<file path="src/rtl/pt_pkg.sv">
package pt_pkg;
    localparam int DEF_ADDR_W  = 16;
    localparam int DEF_PAGE_W  = 5;
    localparam int DEF_FRAME_W = 5;
    localparam int DEF_SLOTS   = 4;
    localparam int DEF_CNT_W   = 16;

    typedef enum logic {
        XS_IDLE = 1'b0,
        XS_WALK = 1'b1
    } xlate_state_e;

    // next slot index in rotation, wrapping at slot count
    function automatic int unsigned next_slot(input int unsigned cur, input int unsigned slots);
        return (cur + 1 >= slots) ? 0 : cur + 1;
    endfunction
endpackage

</file>
<file path="src/rtl/pt_page_table.sv">
module pt_page_table #(
    parameter int PAGE_W  = 5,
    parameter int FRAME_W = 5
) (
    input  logic               clk,
    input  logic               rst,
    input  logic               wr_en,
    input  logic [PAGE_W-1:0]  wr_page,
    input  logic [FRAME_W-1:0] wr_frame,
    input  logic               wr_ro,
    input  logic [PAGE_W-1:0]  rd_page,
    output logic [FRAME_W-1:0] rd_frame,
    output logic               rd_ro
);
    localparam int PAGES = 1 << PAGE_W;

    logic [FRAME_W-1:0] frame_q [PAGES];
    logic [PAGES-1:0]   ro_q;

    always_ff @(posedge clk) begin
        if (rst) begin
            for (int i = 0; i < PAGES; i++) frame_q[i] <= '0;
            ro_q <= '0;
        end else if (wr_en) begin
            frame_q[wr_page] <= wr_frame;
            ro_q[wr_page]    <= wr_ro;
        end
    end

    assign rd_frame = frame_q[rd_page];
    assign rd_ro    = ro_q[rd_page];
endmodule

</file>
<file path="src/rtl/pt_tlb.sv">
module pt_tlb #(
    parameter int SLOTS   = 4,
    parameter int PAGE_W  = 5,
    parameter int FRAME_W = 5
) (
    input  logic               clk,
    input  logic               rst,
    input  logic [PAGE_W-1:0]  lk_page,
    output logic               lk_hit,
    output logic [FRAME_W-1:0] lk_frame,
    output logic               lk_ro,
    input  logic               ins_en,
    input  logic [PAGE_W-1:0]  ins_page,
    input  logic [FRAME_W-1:0] ins_frame,
    input  logic               ins_ro,
    input  logic               inv_en,
    input  logic [PAGE_W-1:0]  inv_page,
    input  logic               flush
);
    import pt_pkg::*;
    localparam int IDX_W = (SLOTS > 1) ? $clog2(SLOTS) : 1;

    logic [SLOTS-1:0]   vld_q;
    logic [PAGE_W-1:0]  key_q [SLOTS];
    logic [FRAME_W-1:0] frm_q [SLOTS];
    logic [SLOTS-1:0]   ro_q;
    logic [IDX_W-1:0]   rr_q;
    logic [SLOTS-1:0]   match;
    logic [IDX_W-1:0]   victim;
    logic               has_free;

    for (genvar g = 0; g < SLOTS; g++) begin : g_cmp
        assign match[g] = vld_q[g] && (key_q[g] == lk_page);
    end

    always_comb begin
        lk_frame = '0;
        lk_ro    = 1'b0;
        for (int i = 0; i < SLOTS; i++) begin
            lk_frame = lk_frame | ({FRAME_W{match[i]}} & frm_q[i]);
            lk_ro    = lk_ro | (match[i] & ro_q[i]);
        end
    end
    assign lk_hit = |match;

    // lowest empty slot wins, else rotation pointer
    always_comb begin
        victim   = rr_q;
        has_free = 1'b0;
        for (int i = SLOTS - 1; i >= 0; i--) begin
            if (!vld_q[i]) begin
                victim   = IDX_W'(i);
                has_free = 1'b1;
            end
        end
    end

    always_ff @(posedge clk) begin
        if (rst) begin
            vld_q <= '0;
            ro_q  <= '0;
            rr_q  <= '0;
            for (int i = 0; i < SLOTS; i++) begin
                key_q[i] <= '0;
                frm_q[i] <= '0;
            end
        end else if (flush) begin
            vld_q <= '0;
        end else begin
            if (inv_en) begin
                for (int i = 0; i < SLOTS; i++)
                    if (key_q[i] == inv_page) vld_q[i] <= 1'b0;
            end
            if (ins_en) begin
                vld_q[victim] <= 1'b1;
                key_q[victim] <= ins_page;
                frm_q[victim] <= ins_frame;
                ro_q[victim]  <= ins_ro;
                if (!has_free) rr_q <= IDX_W'(next_slot(int'(rr_q), SLOTS));
            end
        end
    end

    // a page never sits in two slots
    a_r4_single_match: assert property (@(posedge clk) disable iff (rst) $onehot0(match));
    // flush leaves no slot valid
    a_r8_flush_empties: assert property (@(posedge clk) disable iff (rst) flush |=> (vld_q == '0));
    // rotation pointer holds while an empty slot is filled
    a_r7_rr_holds_on_fill: assert property (@(posedge clk) disable iff (rst)
        (ins_en && !flush && !(&vld_q)) |=> $stable(rr_q));
endmodule

</file>
<file path="src/rtl/paging_xlate.sv">
module paging_xlate #(
    parameter int ADDR_W  = pt_pkg::DEF_ADDR_W,
    parameter int PAGE_W  = pt_pkg::DEF_PAGE_W,
    parameter int FRAME_W = pt_pkg::DEF_FRAME_W,
    parameter int SLOTS   = pt_pkg::DEF_SLOTS,
    parameter int CNT_W   = pt_pkg::DEF_CNT_W
) (
    input  logic                        clk,
    input  logic                        rst,
    input  logic                        req_valid,
    input  logic [ADDR_W-1:0]           req_addr,
    input  logic                        req_write,
    output logic                        req_ready,
    output logic                        rsp_valid,
    output logic [FRAME_W+ADDR_W-PAGE_W-1:0] rsp_paddr,
    output logic                        rsp_fault,
    output logic                        rsp_hit,
    input  logic                        cfg_wr_en,
    input  logic [PAGE_W-1:0]           cfg_page,
    input  logic [FRAME_W-1:0]          cfg_frame,
    input  logic                        cfg_ro,
    input  logic                        cfg_flush,
    output logic [CNT_W-1:0]            lookup_count,
    output logic [CNT_W-1:0]            hit_count
);
    import pt_pkg::*;
    localparam int OFF_W   = ADDR_W - PAGE_W;
    localparam int PADDR_W = FRAME_W + OFF_W;

    xlate_state_e       state_q;
    logic [PAGE_W-1:0]  page_q;
    logic [OFF_W-1:0]   off_q;
    logic               wr_q;
    logic [PAGE_W-1:0]  req_page;
    logic               accept;
    logic               tlb_hit, tlb_ro, pt_ro, ins_en;
    logic [FRAME_W-1:0] tlb_frame, pt_frame;

    assign req_page  = req_addr[ADDR_W-1:OFF_W];
    assign req_ready = (state_q == XS_IDLE);
    assign accept    = req_valid && req_ready;
    // skip install when the same cycle flushes or reloads this page
    assign ins_en    = (state_q == XS_WALK) && !cfg_flush && !(cfg_wr_en && cfg_page == page_q);

    pt_page_table #(.PAGE_W(PAGE_W), .FRAME_W(FRAME_W)) u_table (
        .clk(clk), .rst(rst),
        .wr_en(cfg_wr_en), .wr_page(cfg_page), .wr_frame(cfg_frame), .wr_ro(cfg_ro),
        .rd_page(page_q), .rd_frame(pt_frame), .rd_ro(pt_ro)
    );

    pt_tlb #(.SLOTS(SLOTS), .PAGE_W(PAGE_W), .FRAME_W(FRAME_W)) u_tlb (
        .clk(clk), .rst(rst),
        .lk_page(req_page), .lk_hit(tlb_hit), .lk_frame(tlb_frame), .lk_ro(tlb_ro),
        .ins_en(ins_en), .ins_page(page_q), .ins_frame(pt_frame), .ins_ro(pt_ro),
        .inv_en(cfg_wr_en), .inv_page(cfg_page), .flush(cfg_flush)
    );

    always_ff @(posedge clk) begin
        if (rst) begin
            state_q      <= XS_IDLE;
            page_q       <= '0;
            off_q        <= '0;
            wr_q         <= 1'b0;
            rsp_valid    <= 1'b0;
            rsp_paddr    <= '0;
            rsp_fault    <= 1'b0;
            rsp_hit      <= 1'b0;
            lookup_count <= '0;
            hit_count    <= '0;
        end else begin
            rsp_valid <= 1'b0;
            case (state_q)
                XS_IDLE: if (accept) begin
                    lookup_count <= lookup_count + 1'b1;
                    page_q <= req_page;
                    off_q  <= req_addr[OFF_W-1:0];
                    wr_q   <= req_write;
                    if (tlb_hit) begin
                        hit_count <= hit_count + 1'b1;
                        rsp_valid <= 1'b1;
                        rsp_hit   <= 1'b1;
                        rsp_fault <= req_write && tlb_ro;
                        rsp_paddr <= (req_write && tlb_ro) ? '0
                                     : {tlb_frame, req_addr[OFF_W-1:0]};
                    end else begin
                        state_q <= XS_WALK;
                    end
                end
                XS_WALK: begin
                    rsp_valid <= 1'b1;
                    rsp_hit   <= 1'b0;
                    rsp_fault <= wr_q && pt_ro;
                    rsp_paddr <= (wr_q && pt_ro) ? '0 : {pt_frame, off_q};
                    state_q   <= XS_IDLE;
                end
                default: state_q <= XS_IDLE;
            endcase
        end
    end

    // cache hit answered on the next cycle
    a_r4_hit_next_cycle: assert property (@(posedge clk) disable iff (rst)
        (accept && tlb_hit) |=> (rsp_valid && rsp_hit));
    // a miss stalls the request port for one cycle
    a_r5_miss_stalls: assert property (@(posedge clk) disable iff (rst)
        (accept && !tlb_hit) |=> !req_ready);
    // the walk cycle ends with a non-hit response
    a_r5_walk_answers: assert property (@(posedge clk) disable iff (rst)
        (state_q == XS_WALK) |=> (rsp_valid && !rsp_hit && req_ready));
    // a fault carries no address
    a_r6_fault_no_addr: assert property (@(posedge clk) disable iff (rst)
        (rsp_valid && rsp_fault) |-> (rsp_paddr == '0));
    // hit counter advances only with a hit response
    a_r11_hit_count_step: assert property (@(posedge clk) disable iff (rst)
        (hit_count != $past(hit_count)) |-> (rsp_valid && rsp_hit));
endmodule

</file>
<file path="config.mk">
export PLATFORM = sky130hd
export DESIGN_NAME = paging_xlate
export DESIGN_NICKNAME = d
export VERILOG_FILES = /design/src/rtl/pt_pkg.sv /design/src/rtl/pt_page_table.sv /design/src/rtl/pt_tlb.sv /design/src/rtl/paging_xlate.sv
export SDC_FILE = /design/constraint.sdc
export NUM_CORES = 1
export LEC_CHECK = 0
export ABC_CLOCK_PERIOD_IN_PS = 3750
export CAP_MARGIN = 20
export CORE_MARGIN = 4
export CORE_UTILIZATION = 35
export CTS_BUF_LIST = sky130_fd_sc_hd__clkbuf_4
export DETAILED_ROUTE_END_ITERATION = 6
export GPL_ROUTABILITY_DRIVEN = 0
export SLEW_MARGIN = 0
export SYNTH_ARGS = -nofsm -noshare
export SYNTH_HDL_FRONTEND = slang
export SYNTH_SLANG_ARGS = --single-unit
</file>
<file path="constraint.sdc">
create_clock -name clk -period 3.75 [get_ports clk]
set_input_delay 0.9375 -clock clk [delete_from_list [all_inputs] [get_ports clk]]
set_output_delay 0.9375 -clock clk [all_outputs]
set_load 0.05 [all_outputs]
</file>
==> results.py <==
metrics = {
    "clock_tree": {
        "ctsResizeCount": 0,
        "clk_latency_ps": 750,
        "cts_buffers": 84,
        "path_clk_slew_ps": 60,
        "cts_buffer_depth": 3,
        "cts_tree": "done",
        "htree_num_levels": 3,
        "holdBufCountCts": 0,
        "clock_sinks": 316,
        "post_cts_buffers": 0,
        "cts_root_buf": "clkbuf_4",
    },
    "floorplanning": {
        "die_h_um": 213,
        "io_pins": 85,
        "die-area_sq_mm": 0.0452,
        "die_w_um": 213,
        "placementRows": 74,
        "initial_core_util_pct": 35.7,
        "core_area_sq_mm": 0.0411,
    },
    "global_routing": {
        "grt-busiest-layer": "met2",
        "grt.overflow.total": 0,
        "met2_usage_pct": 29.3,
        "grt.total_usage_pct": 17.5,
        "grt_start_max_net_pins": 72,
        "grt_pass1_wl_um": 61200,
        "use_met3_pct": 3.70,
        "grt_pass1_vias": 10800,
        "grt_use_met1_pct": 22.2,
        "antenna_found_initial": 1,
    },
    "power_and_ir_drop": {
        "internal-power_mw": 6.02,
        "power_frac_seq_pct": 49.2,
        "combPwrFrac_pct": 8.6,
        "switching_share_pct": 24.4,
        "switchingPower_mw": 1.95,
        "clockPowerShare_pct": 42.2,
        "p_leak_nw": 6.08,
        "ir_drop_mv": 0.163,
        "design_power_total_mw": 7.97,
        "power.density_mw_per_mm2": 463,
    },
    "place": {
        "portBuffers": 84,
        "hpwl_um": 27000,
        "dpl_worst_slack_ps": 238,
    },
    "synthesis": {
        "ys_seq_area_share_pct": 56.8,
        "yosysTopAreaCell": "edfxtp_1",
        "ys_types": 58,
        "synthCells": 1321,
        "synth-seq-cells": 316,
        "yosysWarnings": 0,
        "synth_area_leaders": "edfxtp_1 41%, dfxtp_1 16%, and2_1 7.0%",
        "synthArstFlopShare_pct": 0,
        "yosys.area.top_type_share_pct": 41.0,
        "avgSynthCellArea_sq_um": 11.1,
        "synth_fp_nets": 1357,
        "synth_edf_count": 200,
        "synth_ff_type": "edfxtp_1",
        "syn_area_sq_mm": 0.0147,
    },
    "route": {
        "vias": 10500,
        "drtAntennaViolNets": 0,
        "drt-vias-per-instance": 5.14,
        "initialDrtViolationCount": 794,
        "wirelength_um": 39600,
        "drtPass1Iterations": 5,
        "wl_per_cell_um": 19.4,
        "drc": 0,
    },
    "hold_path": {
        "whs_path_depth": 2,
        "hold_end": "off_q[8]$_SDFFE_PP0P_",
        "hold_path.class": "reg2reg",
        "hold_start": "off_q[8]$_SDFFE_PP0P_",
    },
    "timing": {
        "worst_pin_slew_ps": 844,
        "fmax_mhz": 317,
        "finalHoldViolations": 0,
        "final.setup.tns_ps": 0,
        "period_share_pct": 84.1,
        "final-max-slew-violation-count": 0,
        "rsz0062_at_grt": "no",
        "hold_ws_ps": 455,
        "setup_ws_ps": 594,
        "setup_viol": 0,
        "min_period_ps": 3160,
        "clock-skew-final_ps": 36.2,
        "relSlewSlack_pct": 43.5,
    },
    "setup_path": {
        "rrSetupSlack_ps": 590,
        "start_kind": "flop",
        "worstPathArrival_ps": 3630,
        "crit_path_max_fanout": 20,
        "worst-r2r-cell-count": 7,
        "end_kind": "flop",
        "path_class": "reg2reg",
        "required_ps": 4230,
        "r2r_end": "u_tlb.frm_q[1][4]$_SDFFCE_PN0P_",
    },
    "layout": {
        "drive_gt1_share_pct": 16.1,
        "filler_cell_count": 3990,
        "final_common_cell": "edfxtp_1",
        "final_cell_mix": "200 x edfxtp_1, 173 x nand2_1, 165 x and2_1",
        "nNetsFinal": 1476,
        "area_delta_synth_final_pct": 17.5,
        "utilization_pct": 41.9,
    },
    "status": {
        "status": "complete, no violations",
    },
    "job": {
        "maxCapViolations": 0,
    },
}
## flip-flops by register name, indices dropped and copies added, names as in the netlist, 4 cells and up, named ones only
name / cells
hit_count: 16
lookup_count: 16
off_q: 11
page_q: 5
rsp_paddr: 16
u_table.frame_q: 160
u_table.ro_q: 32
u_tlb.frm_q: 20
u_tlb.key_q: 20
u_tlb.ro_q: 4
u_tlb.vld_q: 4
## how the worst max path moves through the flow
stage	startpoint	slack [ps]	to	depth (start not counted)
2_1_floorplan	cfg_page[3]	820	u_tlb.frm_q[0][0]$_SDFFCE_PN0P_	9
3_3_place_gp	req_addr[11]	260	rsp_paddr[10]$_SDFFE_PP0P_	8
3_5_place_dp	req_addr[11]	240	rsp_paddr[10]$_SDFFE_PP0P_	8
4_1_cts	flop	580	u_tlb.frm_q[3][0]$_DFFE_PP_	7
5_1_grt	flop	340	u_tlb.frm_q[3][4]$_DFFE_PP_	7
6_report	flop	590	u_tlb.frm_q[1][4]$_SDFFCE_PN0P_	7
## layout make-up
| type | instances | area, sq um | share of cell area [%] |
|---|---|---|---|
| well taps | 532 | 666 | 3.86 |
| diodes | 1 | 2.50 | 0.0145 |
| flip-flops and latches | 316 | 8330 | 48.4 |
| inverters | 33 | 124 | 0.719 |
| repair buffers | 117 | 1080 | 6.29 |
| clock inverters | 17 | 174 | 1.01 |
| clock buffers | 139 | 1040 | 6.06 |
| multi-input cells | 888 | 5800 | 33.7 |
## cells by family (layout without fill, tap and decap cells)
family                   Yosys count  after routing  share of synthesized area [%]
AND/OR/NAND/NOR                  561            561                           19.2
flip-flops                       316            316                           56.8
AO/OA/AOI/OAI                    182            182                           8.57
buffers and inverters            117            306                           3.64
multiplexers                      74             74                           7.44
XOR/XNOR                          68             68                           4.06
adder cells (fa/ha/maj)            3              3                          0.256
other                              0              1                              0
## worst max-delay path, cell delays in order (launching register included)
cell	delay [ps]
dfxtp_2	780
buf_4	390
mux4_2	590
a21o_1	200
a222oi_1	410
a21oi_1	240
nand2_1	220
nor2_1	60
## power groups by stage
stage          Clock [mW]  Sequential (mW)  Combinational [mW]
6_report             3.37             3.92               0.683
5_1_grt              3.64             3.94               0.734
4_1_cts              3.47             3.92               0.685
3_5_place_dp            0             4.00               0.681
3_3_place_gp            0             4.00               0.673
2_1_floorplan           0             4.00               0.396
## layer usage
layer / part of all wire [%] / vias up
li1: - / 4966
met1: 42 / 5111
met2: 49 / 322
met3: 5.5 / 92
met4: 3.3 / 0
met5: 0 / -
## through the flow
stage / std cells / area [sq um]
floorplan: 1321 / 14700
global placement: 1886 / 16000
detailed placement: 1886 / 16000
CTS: 2042 / 17200
global route: 2043 / 17200
finish: 2043 / 17200
## cells in the mapped netlist, types with 5 or more instances
cell      instances
a21oi_1          40
a21oi_2           9
a221oi_1         13
a22oi_1          24
a32o_1           19
a32oi_1          11
and2_1          165
and3_1           17
buf_1             6
buf_2            13
buf_4             5
buf_6             7
clkbuf_1         51
dfxtp_1         116
edfxtp_1        200
inv_1            32
mux2i_1          46
mux4_2           28
nand2_1         173
nand3_1          16
nand4_1          18
nor2_1          113
nor2b_1           6
nor3_1            6
o21ai_0          42
o21ai_1           7
or2_2            11
or3_1             9
xnor2_1          29
xor2_1           39
Power figures use the tool's default switching activity.
